File: src/rtl/ctc_pkg.sv
package ctc_pkg;
  typedef enum logic {
    LINK_SLOPES = 1'b0,
    LINK_COMBO  = 1'b1
  } link_mode_e;
endpackage

File: src/rtl/sr_hold_latch.sv
module sr_hold_latch #(
  parameter logic RST_VAL = 1'b0
) (
  input  logic clk_i,
  input  logic rst_ni,
  input  logic set_i,
  input  logic clr_i,
  output logic q_o
);
  logic q_q;

  always_ff @(posedge clk_i or negedge rst_ni) begin
    if (!rst_ni)                q_q <= RST_VAL;
    else if (set_i && !clr_i)   q_q <= 1'b1;
    else if (clr_i && !set_i)   q_q <= 1'b0;
  end

  assign q_o = q_q;

  // R2 on the polarity instance, R3 on the reference instance
  assert_conflict_holds_R2: assert property (@(posedge clk_i) disable iff (!rst_ni)
    (set_i && clr_i) |=> (q_o == $past(q_o)));
  assert_set_wins_alone_R3: assert property (@(posedge clk_i) disable iff (!rst_ni)
    (set_i && !clr_i) |=> q_o);
  assert_clr_wins_alone_R3: assert property (@(posedge clk_i) disable iff (!rst_ni)
    (clr_i && !set_i) |=> !q_o);
endmodule

File: src/rtl/slope_gate.sv
module slope_gate #(
  parameter logic MATCH_UP = 1'b1
) (
  input  logic clk_i,
  input  logic rst_ni,
  input  logic zero_i,
  input  logic up_i,
  output logic pulse_o
);
  logic zc_q;

  always_ff @(posedge clk_i or negedge rst_ni) begin
    if (!rst_ni) zc_q <= 1'b0;
    else         zc_q <= zero_i;
  end

  // falling path uses the complementary comparator sense
  assign pulse_o = ((MATCH_UP ? zc_q : !zc_q)) && (up_i == MATCH_UP);

  // R4 for the rising instance, R5 for the falling one
  assert_slope_follows_zero_R4: assert property (@(posedge clk_i) disable iff (!rst_ni)
    pulse_o |-> ($past(zero_i) == MATCH_UP));
endmodule

File: src/rtl/range_select.sv
module range_select #(
  parameter int N_RANGES  = 3,
  parameter int DB_CYCLES = 16,
  localparam int IDX_W    = (N_RANGES > 1) ? $clog2(N_RANGES) : 1,
  localparam int CNT_W    = $clog2(DB_CYCLES + 1)
) (
  input  logic                clk_i,
  input  logic                rst_ni,
  input  logic                btn_i,
  input  logic                ext_en_i,
  input  logic [IDX_W-1:0]    ext_range_i,
  output logic [N_RANGES-1:0] range_o
);
  logic [1:0]          sync_q;
  logic                lvl_q;
  logic [CNT_W-1:0]    cnt_q;
  logic                press;
  logic [N_RANGES-1:0] range_q;
  logic [N_RANGES-1:0] ext_dec;

  always_ff @(posedge clk_i or negedge rst_ni) begin
    if (!rst_ni) sync_q <= 2'b00;
    else         sync_q <= {sync_q[0], btn_i};
  end

  always_ff @(posedge clk_i or negedge rst_ni) begin
    if (!rst_ni) begin
      lvl_q <= 1'b0;
      cnt_q <= '0;
    end else if (sync_q[1] == lvl_q) begin
      cnt_q <= '0;
    end else if (cnt_q == CNT_W'(DB_CYCLES - 1)) begin
      lvl_q <= sync_q[1];
      cnt_q <= '0;
    end else begin
      cnt_q <= cnt_q + 1'b1;
    end
  end

  assign press = (sync_q[1] != lvl_q) && (cnt_q == CNT_W'(DB_CYCLES - 1)) && sync_q[1];

  always_ff @(posedge clk_i or negedge rst_ni) begin
    if (!rst_ni)    range_q <= N_RANGES'(1);
    else if (press) range_q <= {range_q[N_RANGES-2:0], range_q[N_RANGES-1]};
  end

  always_comb begin
    ext_dec = '0;
    for (int i = 0; i < N_RANGES; i++)
      if (ext_range_i == IDX_W'(i)) ext_dec[i] = 1'b1;
    if (ext_dec == '0) ext_dec[0] = 1'b1;
  end

  assign range_o = ext_en_i ? ext_dec : range_q;

  assert_range_onehot_R8: assert property (@(posedge clk_i) disable iff (!rst_ni)
    $countones(range_q) == 1);
  assert_no_step_without_press_R9: assert property (@(posedge clk_i) disable iff (!rst_ni)
    !press |=> $stable(range_q));
  assert_out_onehot_R10: assert property (@(posedge clk_i) disable iff (!rst_ni)
    $countones(range_o) == 1);
endmodule

File: src/rtl/ctc_slope_logic.sv
module ctc_slope_logic
  import ctc_pkg::*;
#(
  parameter int N_RANGES  = 3,
  parameter int DB_CYCLES = 16,
  localparam int IDX_W    = (N_RANGES > 1) ? $clog2(N_RANGES) : 1
) (
  input  logic                clk_i,
  input  logic                rst_ni,
  input  logic                lim_hi_i,
  input  logic                lim_lo_i,
  input  logic                early_rise_i,
  input  logic                early_fall_i,
  input  logic                zero_i,
  input  logic                btn_i,
  input  logic                ext_en_i,
  input  logic [IDX_W-1:0]    ext_range_i,
  input  logic                link_mode_i,
  output logic                integ_up_o,
  output logic                ref_sel_o,
  output logic                rise_o,
  output logic                fall_o,
  output logic                both_o,
  output logic [1:0]          link_o,
  output logic [N_RANGES-1:0] range_o
);
  logic up;
  logic [1:0] pulses;

  sr_hold_latch #(.RST_VAL(1'b1)) u_pol (
    .clk_i, .rst_ni, .set_i(lim_lo_i), .clr_i(lim_hi_i), .q_o(up)
  );

  sr_hold_latch #(.RST_VAL(1'b0)) u_ref (
    .clk_i, .rst_ni, .set_i(early_rise_i), .clr_i(early_fall_i), .q_o(ref_sel_o)
  );

  for (genvar g = 0; g < 2; g++) begin : g_slope
    slope_gate #(.MATCH_UP(g == 0)) u_gate (
      .clk_i, .rst_ni, .zero_i, .up_i(up), .pulse_o(pulses[g])
    );
  end

  assign integ_up_o = up;
  assign rise_o     = pulses[0];
  assign fall_o     = pulses[1];
  assign both_o     = |pulses;

  always_comb begin
    if (link_mode_e'(link_mode_i) == LINK_COMBO) link_o = {!both_o, both_o};
    else                                          link_o = {fall_o, rise_o};
  end

  range_select #(.N_RANGES(N_RANGES), .DB_CYCLES(DB_CYCLES)) u_range (
    .clk_i, .rst_ni, .btn_i, .ext_en_i, .ext_range_i, .range_o
  );

  assert_slopes_exclusive_R6: assert property (@(posedge clk_i) disable iff (!rst_ni)
    !(rise_o && fall_o));
  assert_link_pair_R7: assert property (@(posedge clk_i) disable iff (!rst_ni)
    link_mode_i |-> (link_o[0] != link_o[1]));
endmodule

File: config.mk
export PLATFORM = sky130hd
export DESIGN_NAME = ctc_slope_logic
export DESIGN_NICKNAME = d
export VERILOG_FILES = /design/src/rtl/ctc_pkg.sv /design/src/rtl/sr_hold_latch.sv /design/src/rtl/slope_gate.sv /design/src/rtl/range_select.sv /design/src/rtl/ctc_slope_logic.sv
export SDC_FILE = /design/constraint.sdc
export NUM_CORES = 1
export LEC_CHECK = 0
export BUFFER_PORTS_ARGS = -buffer_cell sky130_fd_sc_hd__buf_4
export CELL_PAD_IN_SITES_DETAIL_PLACEMENT = 1
export CELL_PAD_IN_SITES_GLOBAL_PLACEMENT = 2
export CORE_MARGIN = 2
export CORE_UTILIZATION = 33
export DETAILED_ROUTE_END_ITERATION = 10
export GPL_TIMING_DRIVEN = 1
export PLACE_DENSITY_LB_ADDON = 0.1
export SYNTH_ARGS = -nofsm -noshare
export SYNTH_HDL_FRONTEND = slang
export SYNTH_SLANG_ARGS = --single-unit
File: constraint.sdc
create_clock -name clk_i -period 4 [get_ports clk_i]
set_input_delay 0.4 -clock clk_i [delete_from_list [all_inputs] [get_ports clk_i]]
set_output_delay 0.4 -clock clk_i [all_outputs]
set_load 0.03 [all_outputs]
==> impl_metrics.tcl, run 1 <==
set metrics [dict create \
    cts_buffers 3 \
    power.density_mw_per_mm2 351.7 \
    antenna_left 0 \
    fp-row-count 16 \
    cts_num_sinks 14 \
    relSlewSlack_pct 75.46 \
    dp_hpwl_um 955.5 \
    final_cell_mix "buf_4 (21), dfrtp_1 (12), mux2_2 (11)" \
    critical-path-max-stage-delay_ps 550 \
    io_buffers 21 \
    coreArea_mm2 0.001962 \
    worstMarginPinSlew_ps 364.2 \
    ir_worst_vdd_uv 182.4 \
    max_freq_mhz 490.2 \
    netlist_area_um2 693.2 \
    startpoint_type "flip-flop" \
    cts_setup_buffers 0 \
    fp.dieW_um 49.83 \
    worst_path_most_repeated_cell "inv_1" \
    clock_skew_ps 1.431 \
    final_cells 106 \
    rsz0062_at_grt "false" \
    viasPerCell 4.368 \
    crit_fanout 4 \
    cap_violations 0 \
    synth_cells 53 \
    wl_met2_um 525 \
    htreeDepth 1 \
    clk_latency_ps 270 \
    finalMaxSlewViolations 0 \
    crit_chain "inv_1, ha_1, inv_1, mux2_2, buf_4" \
    grt_max_degree 15 \
    status "finished clean" \
    total_power_uw 327.4 \
    syn_avg_cell_area_um2 13.08 \
    first_iter_violations 1 \
    routedWlPerCell_um 10.95 \
    routed_wl_um 1161 \
    hold_class "in2reg" \
    cts_tree "built" \
    pin_count 22 \
    drc 0 \
    wl_met1_um 541 \
    leakagePower_nw 0.5019 \
    ys_types 13 \
    clkTransAtPathRegs_ps 80 \
    insertedDiodeCount 0 \
    route.met3.wl_um 94 \
    grt_pass1_vias 442 \
    fin_setup_tns_ps 0 \
    ys_warn_count 0 \
    dieArea_mm2 0.002483 \
    layout_min_cycle_time_ps 2040 \
    antenna_found_initial 0 \
    ctsRootBufferMaster "clkbuf_4" \
    final_nets 99 \
    layout_commonest_cell "buf_4" \
    nFillCells 230 \
    start_util_pct 35.33 \
    arrival_ps 1640 \
    cts_buffer_depth 2 \
    grt_pass1_wl_um 1959 \
    placedCellCount 101 \
    synthesis.nets 72 \
    ys_ff_latch 14 \
    gp_congestion 0.6396 \
    end_kind "output pin" \
    finalSetupViolCount 0 \
    cp.buffers_inverters 3 \
    finalHoldViolations 0 \
    path_delay_family "flip-flops" \
    grt-ovfl-total 0 \
    crit_required_ps 3600 \
    drive_gt1_share_pct 51.90 \
    topRoutingLayerUsed "met3" \
    num_vias 463 \
    cp_slowest_cell "dfstp_2" \
    crit_type "reg2out" \
    track_usage_pct 10.30 \
    fin_crit_sh_pct 51.00 \
    syn_to_final_growth_pct 34.30 \
    first_pass_iters 2 \
    ys_seq_area_share_pct 50.90 \
    die_h_um 49.83 \
]
==> synthesized netlist by cell type, drive strengths merged <==
| cell | n | area share, % |
|---|---|---|
| and2 | 1 | 0.90 |
| and3 | 1 | 1.1 |
| dfrtp | 12 | 43 |
| dfstp | 2 | 7.6 |
| ha | 7 | 13 |
| inv | 8 | 4.3 |
| mux2 | 11 | 18 |
| nand3 | 2 | 2.2 |
| nor2 | 4 | 2.2 |
| nor4b | 1 | 3.4 |
| o21ai | 1 | 0.72 |
| xor2 | 3 | 3.8 |
==> routing by layer <==
layer	GRT usage, %	vias up
li1	-	225
met1	13.76	221
met2	16.00	17
met3	5.152	0
met4	0	0
met5	0	-
==> cell families (layout without fill, tap and decap cells) <==
group           Yosys count  count (layout)  share of synthesized area (%)
mux                      11              11                          17.87
buf+inv                   8              34                          4.332
fa+ha+maj                 7               7                          12.63
compound gates            1               1                         0.7213
flops                    14              14                          50.90
simple gates              9               9                          9.747
xor+xnor                  3               3                          3.791
==> registers in the layout (all words and copies together), names as in the netlist <==
signal,count
u_range.range_q,3
u_ref.q_o,1
u_range.lvl_q,1
u_range.cnt_q,5
u_range.sync_q,2
u_pol.q_o,1
g_slope.u_gate.zc_q,1
==> through the flow <==
| step | setup WS, ps | hold WS [ps] | util, % | instance area [µm²] |
|---|---|---|---|---|
| finish | 1960 | 226.2 | 47.45 | 930.9 |
| global route | 1872 | 210.4 | 47.45 | 930.9 |
| CTS | 1941 | 214.7 | 47.45 | 930.9 |
| detailed placement | 2262 | 258.5 | 45.09 | 884.6 |
| global placement | 2278 | 260.3 | 45.09 | 884.6 |
| floorplan | 2099 | 104.4 | - | 693.2 |
==> report_power, final <==
part	switching (mW)	internal [mW]	total, mW	leakage, nW
Combinational	0.0409	0.0337	0.0746	0.303
Sequential	0.00463	0.149	0.154	0.178
Clock	0.0438	0.0553	0.0991	0.0210
Total	0.0893	0.238	0.327	0.502
==> worst paths after layout <==
kind / start / endpoint / slack, ps / cells after the start
setup reg to reg: u_range.cnt_q[0] / u_range.range_q[2] / 2500 / 4
hold / removal: btn_i / u_range.sync_q[0] / 230 / 1
min in group asynchronous: rst_ni / u_ref.q_o / 500 / 2
hold reg to reg: u_range.sync_q[0] / u_range.sync_q[1] / 360 / 0
max in group asynchronous: rst_ni / u_range.range_q[0] / 3270 / 2
setup / recovery: u_pol.q_o / link_o[0] / 1960 / 5
==> timing repair <==
item / in CTS / in global routing
gates resized for setup: 0 / 0
hold buffers: 1 / 0
hold endpoints to repair: 12 / 0
==> worst reg2reg max path, cell delays in order, from the launching register on <==
cell and delay, ps:
dfrtp_1 380, ha_1 210, nand3_2 130, nor4b_4 310
mux2_2 370
==> layout make-up <==
cell class	count	area, µm²	area share (%)
Sequential cell	14	352.8	37.90
Multi-Input combinational cell	31	310.3	33.33
Timing Repair Buffer	22	167.7	18.01
Clock buffer	4	36.28	3.898
Tap cell	27	33.78	3.629
Inverter	8	30.03	3.226
Power figures use the tool's default switching activity.
==> inputs of run 2 (changes only) <==
ABC_AREA = 1   (was default)
CORE_UTILIZATION = 29   (was 33)
clock period = 2.13 ns   (was 4 ns; I/O delays follow)
==> impl_metrics.tcl, run 2 <==
set metrics [dict create \
    dp_hpwl_um 1124 \
    postSynth.topFlopCell "dfrtp_1" \
    worstSetupPathDepth 5 \
    largest_reg_flops 5 \
    clkTransAtPathRegs_ps 90 \
    finalMaxSlewViolations 0 \
    grt_pass1_vias 541 \
    synth_compound_area_share_pct 3.633 \
    synthMuxAreaShare_pct 6.228 \
    worstMarginPinSlew_ps 276.1 \
    clk_latency_ps 280 \
    layout_min_cycle_time_ps 1758 \
    pin_count 22 \
    crit_fanout 3 \
    ys_seq_area_share_pct 48.79 \
    cts_setup_buffers 0 \
    finalSetupViolCount 0 \
    final_cell_mix "buf_4 (21), nand2_1 (12), dfrtp_1 (12)" \
    synth_adder_area_share_pct 12.11 \
    ys_warn_count 0 \
    viasPerCell 4.315 \
    die_h_um 53.94 \
    synth-simple-area-share_pct 20.59 \
    insertedDiodeCount 0 \
    critical-path-max-stage-delay_ps 560 \
    final_nets 120 \
    largest-register "u_range.cnt_q" \
    ff2ff_path_depth 6 \
    start_util_pct 30.01 \
    antenna_found_initial 0 \
    cp.buffers_inverters 2 \
    num_vias 561 \
    htreeDepth 1 \
    routedWlPerCell_um 10.62 \
    grt-ovfl-total 0 \
    synth_edf_count 0 \
    drive_gt1_share_pct 38.00 \
    max_freq_mhz 568.7 \
    ys_types 21 \
    first_iter_violations 4 \
    ir_worst_vdd_uv 379.3 \
    syn_avg_cell_area_um2 9.773 \
    cts_tree "built" \
    cts_buffers 3 \
    ys_async_sr_fraction_pct 100.0 \
    reg_top3 "u_range.cnt_q (5), u_range.range_q (3), u_range.sync_q (2)" \
    status "finished clean" \
    cap_violations 0 \
    startpoint_type "flip-flop" \
    synth.largest_area_cell "dfrtp_1" \
    finalHoldViolations 0 \
    synth_top_cells_by_area "dfrtp_1 (42%), ha_1 (12%), dfstp_2 (7.3%), mux2_2 (6.2%), nand2_1 (6.2%)" \
    antenna_left 0 \
    hold_class "in2reg" \
    synth_top_area_share_pct 41.52 \
    power.density_mw_per_mm2 659.4 \
    clock_skew_ps 3.752 \
    track_usage_pct 10.72 \
    ctsRootBufferMaster "clkbuf_4" \
    ctsHoldBuffers 1 \
    cts_num_sinks 14 \
    fin_setup_tns_ps 0 \
    utilization_pct 40.03 \
    min_path_cells 1 \
    path_delay_family "flip-flops" \
    rsz0062_at_grt "false" \
    synthesis.nets 93 \
    relSlewSlack_pct 81.46 \
    coreArea_mm2 0.002410 \
    crit_chain "inv_1, ha_1, nand2_1, o21a_1, buf_4" \
    fp-row-count 18 \
    dieArea_mm2 0.002909 \
    crit_type "reg2out" \
    synth_top_family_by_area "simple AND/OR/NAND/NOR gates" \
    end_kind "output pin" \
    grt_pass1_wl_um 2208 \
    nFillCells 295 \
    first_pass_iters 2 \
    netlist_area_um2 723.2 \
    fin_crit_sh_pct 82.56 \
    crit_required_ps 1920 \
    drc 0 \
    io_buffers 21 \
    arrival_ps 1550 \
    syn_to_final_growth_pct 33.39 \
    leakagePower_nw 0.5174 \
    ys_ff_latch 14 \
    grt_max_degree 15 \
    cp_slowest_cell "dfstp_2" \
    routed_wl_um 1380 \
    cts_buffer_depth 2 \
    synth_cells 74 \
    ys_top_cells_by_count "dfrtp_1 (12), nand2_1 (12), inv_1 (11)" \
    fp.dieW_um 53.94 \
    cts_resized 0 \
    gp_congestion 0.6556 \
    synth_xor_area_share_pct 2.422 \
    layout_commonest_cell "buf_4" \
]
[run 2: cell count changes in the layout (fill, tap and decap cells not counted), moves of 2 or more]
cell / before / now
mux2_2: 11 / 4
nand2_2: 0 / 2
inv_1: 8 / 11
nor3_1: 0 / 2
nand2_1: 0 / 12
xor2_1: 3 / 1
nand3_1: 1 / 5
nor2_1: 4 / 6
[run 2: final timing paths]
path                                   start                endpoint  slack, ps
setup / recovery                   u_pol.q_o               link_o[0]        370
hold / removal                        zero_i  g_slope[1].u_gate.zc_q         40
setup reg to reg            u_range.cnt_q[0]        u_range.cnt_q[0]        960
hold reg to reg            u_range.sync_q[0]       u_range.sync_q[1]        360
max in group asynchronous             rst_ni      u_range.range_q[0]       1580
min in group asynchronous             rst_ni        u_range.cnt_q[1]        310
[run 2: cell type report]
type | count | area (µm²) | area share (%)
sequential | 14 | 352.8 | 36.58
tap | 30 | 37.54 | 3.891
multi-input combinational | 48 | 325.3 | 33.72
clock buffer | 4 | 36.28 | 3.761
inverter | 12 | 45.04 | 4.669
timing repair buffer | 22 | 167.7 | 17.38
[run 2: logic make-up (layout without fill, tap and decap cells)]
| family | Yosys count | count (layout) |
|---|---|---|
| flip-flops | 14 | 14 |
| XOR/XNOR | 2 | 2 |
| multiplexers | 4 | 4 |
| adder cells (fa/ha/maj) | 7 | 7 |
| AND/OR/NAND/NOR | 31 | 31 |
| AO/OA/AOI/OAI | 4 | 4 |
| buffers and inverters | 12 | 38 |
[run 2: through the flow]
| step | cells | power, mW | worst slack [ps] | instance area, µm² | hold WS (ps) |
|---|---|---|---|---|---|
| final | 130 | 0.6361 | 371.5 | 964.7 | 37.63 |
| after global routing | 130 | 0.6677 | 268.0 | 964.7 | 24.71 |
| after CTS | 130 | 0.6459 | 352.5 | 964.7 | 30.17 |
| after detailed placement | 125 | 0.4504 | 679.1 | 918.4 | 77.08 |
| after global placement | 125 | 0.4470 | 712.0 | 918.4 | 74.90 |
| after floorplan | 74 | 0.3839 | 333.1 | 723.2 | -82.59 |
[run 2: power breakdown]
group          leakage (nW)  internal [mW]  switching (mW)
Clock                0.0210          0.104          0.0887
Combinational         0.319         0.0642          0.0885
Sequential            0.178          0.281          0.0101
Total                 0.517          0.449           0.187
[run 2: layer usage]
metal	global-route usage, %	vias to the layer above	share of wire (%)
li1	-	285	-
met1	13.09	259	46
met2	17.68	15	46
met3	1.667	2	6.7
met4	6.410	0	0.94
met5	0	-	0
==> inputs of run 3 (changes only) <==
clock period = 1.8 ns   (was 2.13 ns; I/O delays follow)
==> impl_metrics.tcl, run 3 (synthesized netlist as in run 2, its figures left out) <==
set metrics [dict create \
    power.density_mw_per_mm2 766.0 \
    nFillCells 294 \
    coreArea_mm2 0.002410 \
    hold_class "in2reg" \
    clock_skew_ps 3.921 \
    cap_violations 0 \
    drc 0 \
    final_nets 123 \
    startpoint "u_pol.q_o" \
    routedWlPerCell_um 10.61 \
    reg_top3 "u_range.cnt_q (5), u_range.range_q (3), u_range.sync_q (2)" \
    crit_fanout 2 \
    final_cells 133 \
    grt_pass1_vias 551 \
    ctsRootBufferMaster "clkbuf_4" \
    rsz0062_at_grt "false" \
    cts_buffer_depth 2 \
    insertedDiodeCount 0 \
    pin_count 22 \
    finalSetupViolCount 0 \
    register_area_um2 352.8 \
    finalHoldViolations 0 \
    first_iter_violations 4 \
    finalMaxSlewViolations 0 \
    cts_buffers 3 \
    largest_reg_flops 5 \
    final_cell_mix "buf_4 (22), nand2_1 (12), dfrtp_1 (12)" \
    htreeDepth 1 \
    relSlewSlack_pct 82.93 \
    multi_input_area_um2 325.3 \
    track_usage_pct 10.90 \
    dieArea_mm2 0.002909 \
    end_kind "output pin" \
    reg2reg_from "u_range.cnt_q[0]" \
    crit_type "reg2out" \
    antenna_found_initial 0 \
    hp-start "lim_lo_i" \
    routed_wl_um 1411 \
    syn_to_final_growth_pct 37.20 \
    grt-ovfl-total 0 \
    gp_congestion 0.6555 \
    leakagePower_nw 0.5306 \
    worstMarginPinSlew_ps 254.2 \
    crit_required_ps 1620 \
    startpoint_type "flip-flop" \
    num_vias 577 \
    ir_worst_vdd_uv 448.9 \
    status "finished clean" \
    dp_hpwl_um 1124 \
    antenna_left 0 \
    die_h_um 53.94 \
    cts_resized 0 \
    clk_latency_ps 280 \
    viasPerCell 4.338 \
    fin_setup_tns_ps 0 \
    grt_max_degree 15 \
    fp-row-count 18 \
    cts_tree "built" \
    clkTransAtPathRegs_ps 90 \
    grt_pass1_wl_um 2249 \
    first_pass_iters 3 \
    drive_gt1_share_pct 37.86 \
    start_util_pct 30.01 \
    fp.dieW_um 53.94 \
    fin_crit_sh_pct 94.68 \
    placedCellCount 125 \
    io_buffers 21 \
    layout_commonest_cell "buf_4" \
    cts_num_sinks 14 \
    arrival_ps 1520 \
    layout_min_cycle_time_ps 1704 \
    max_freq_mhz 586.8 \
    largest-register "u_range.cnt_q" \
]
-- run 3: cell types whose count changed in the layout (fill, tap and decap cells not counted) --
cell / before / now
dlygate4sd3_1: 1 / 3
buf_4: 21 / 22
-- run 3: final cells by class --
class | instances | share of cell area [%]
flip-flops and latches | 14 | 35.56
multi-input cells | 48 | 32.79
repair buffers | 25 | 19.67
inverters | 12 | 4.540
well taps | 30 | 3.783
clock buffers | 4 | 3.657
-- run 3: repair_timing --
action / 4_1_cts / 5_1_grt
endpoints found under the setup margin: 0 / 2
hold endpoints to repair: 16 / 0
hold buffers: 3 / 0
setup buffers: 0 / 1
-- run 3: metrics by stage --
step	total power [mW]	worst slack [ps]	instance area (µm²)	hold slack [ps]	utilization (%)
after detailed placement	0.5330	382.1	918.4	44.08	38.11
after global placement	0.5290	415.0	918.4	41.90	38.11
after CTS	0.7677	55.53	984.7	167.4	40.86
final	0.7600	95.73	992.2	168.6	41.17
after global routing	0.7994	0.5171	992.2	179.3	41.17
after floorplan	0.4542	36.09	723.2	-115.6	-
-- run 3: power breakdown --
group          internal (mW)  switching [mW]  leakage [nW]
logic                 0.0832           0.108         0.332
clock network          0.123           0.103        0.0210
registers              0.332          0.0105         0.178
-- run 3: final timing paths --
check / endpoint / slack [ps] / cells after the start
min in group asynchronous: u_range.cnt_q[1] / 280 / 2
max in group asynchronous: u_range.range_q[0] / 1280 / 2
min reg2reg: u_range.sync_q[1] / 360 / 0
max reg2reg: u_range.cnt_q[0] / 630 / 6
max: link_o[0] / 100 / 5
min: u_pol.q_o / 170 / 3
-- run 3: per-layer routing --
| layer | global-route usage [%] | share of wire, % |
|---|---|---|
| met1 | 13.26 | 44 |
| met2 | 18.09 | 48 |
| met3 | 1.667 | 6.7 |
| met4 | 6.410 | 0.92 |
| met5 | 0 | 0 |
-- run 3: worst max-delay path, cell delays in order, from the launching register on --
cell and delay (ps):
dfstp_2 540, inv_1 50, ha_1 310, nand2_1 80
o21a_1 120, buf_4 150
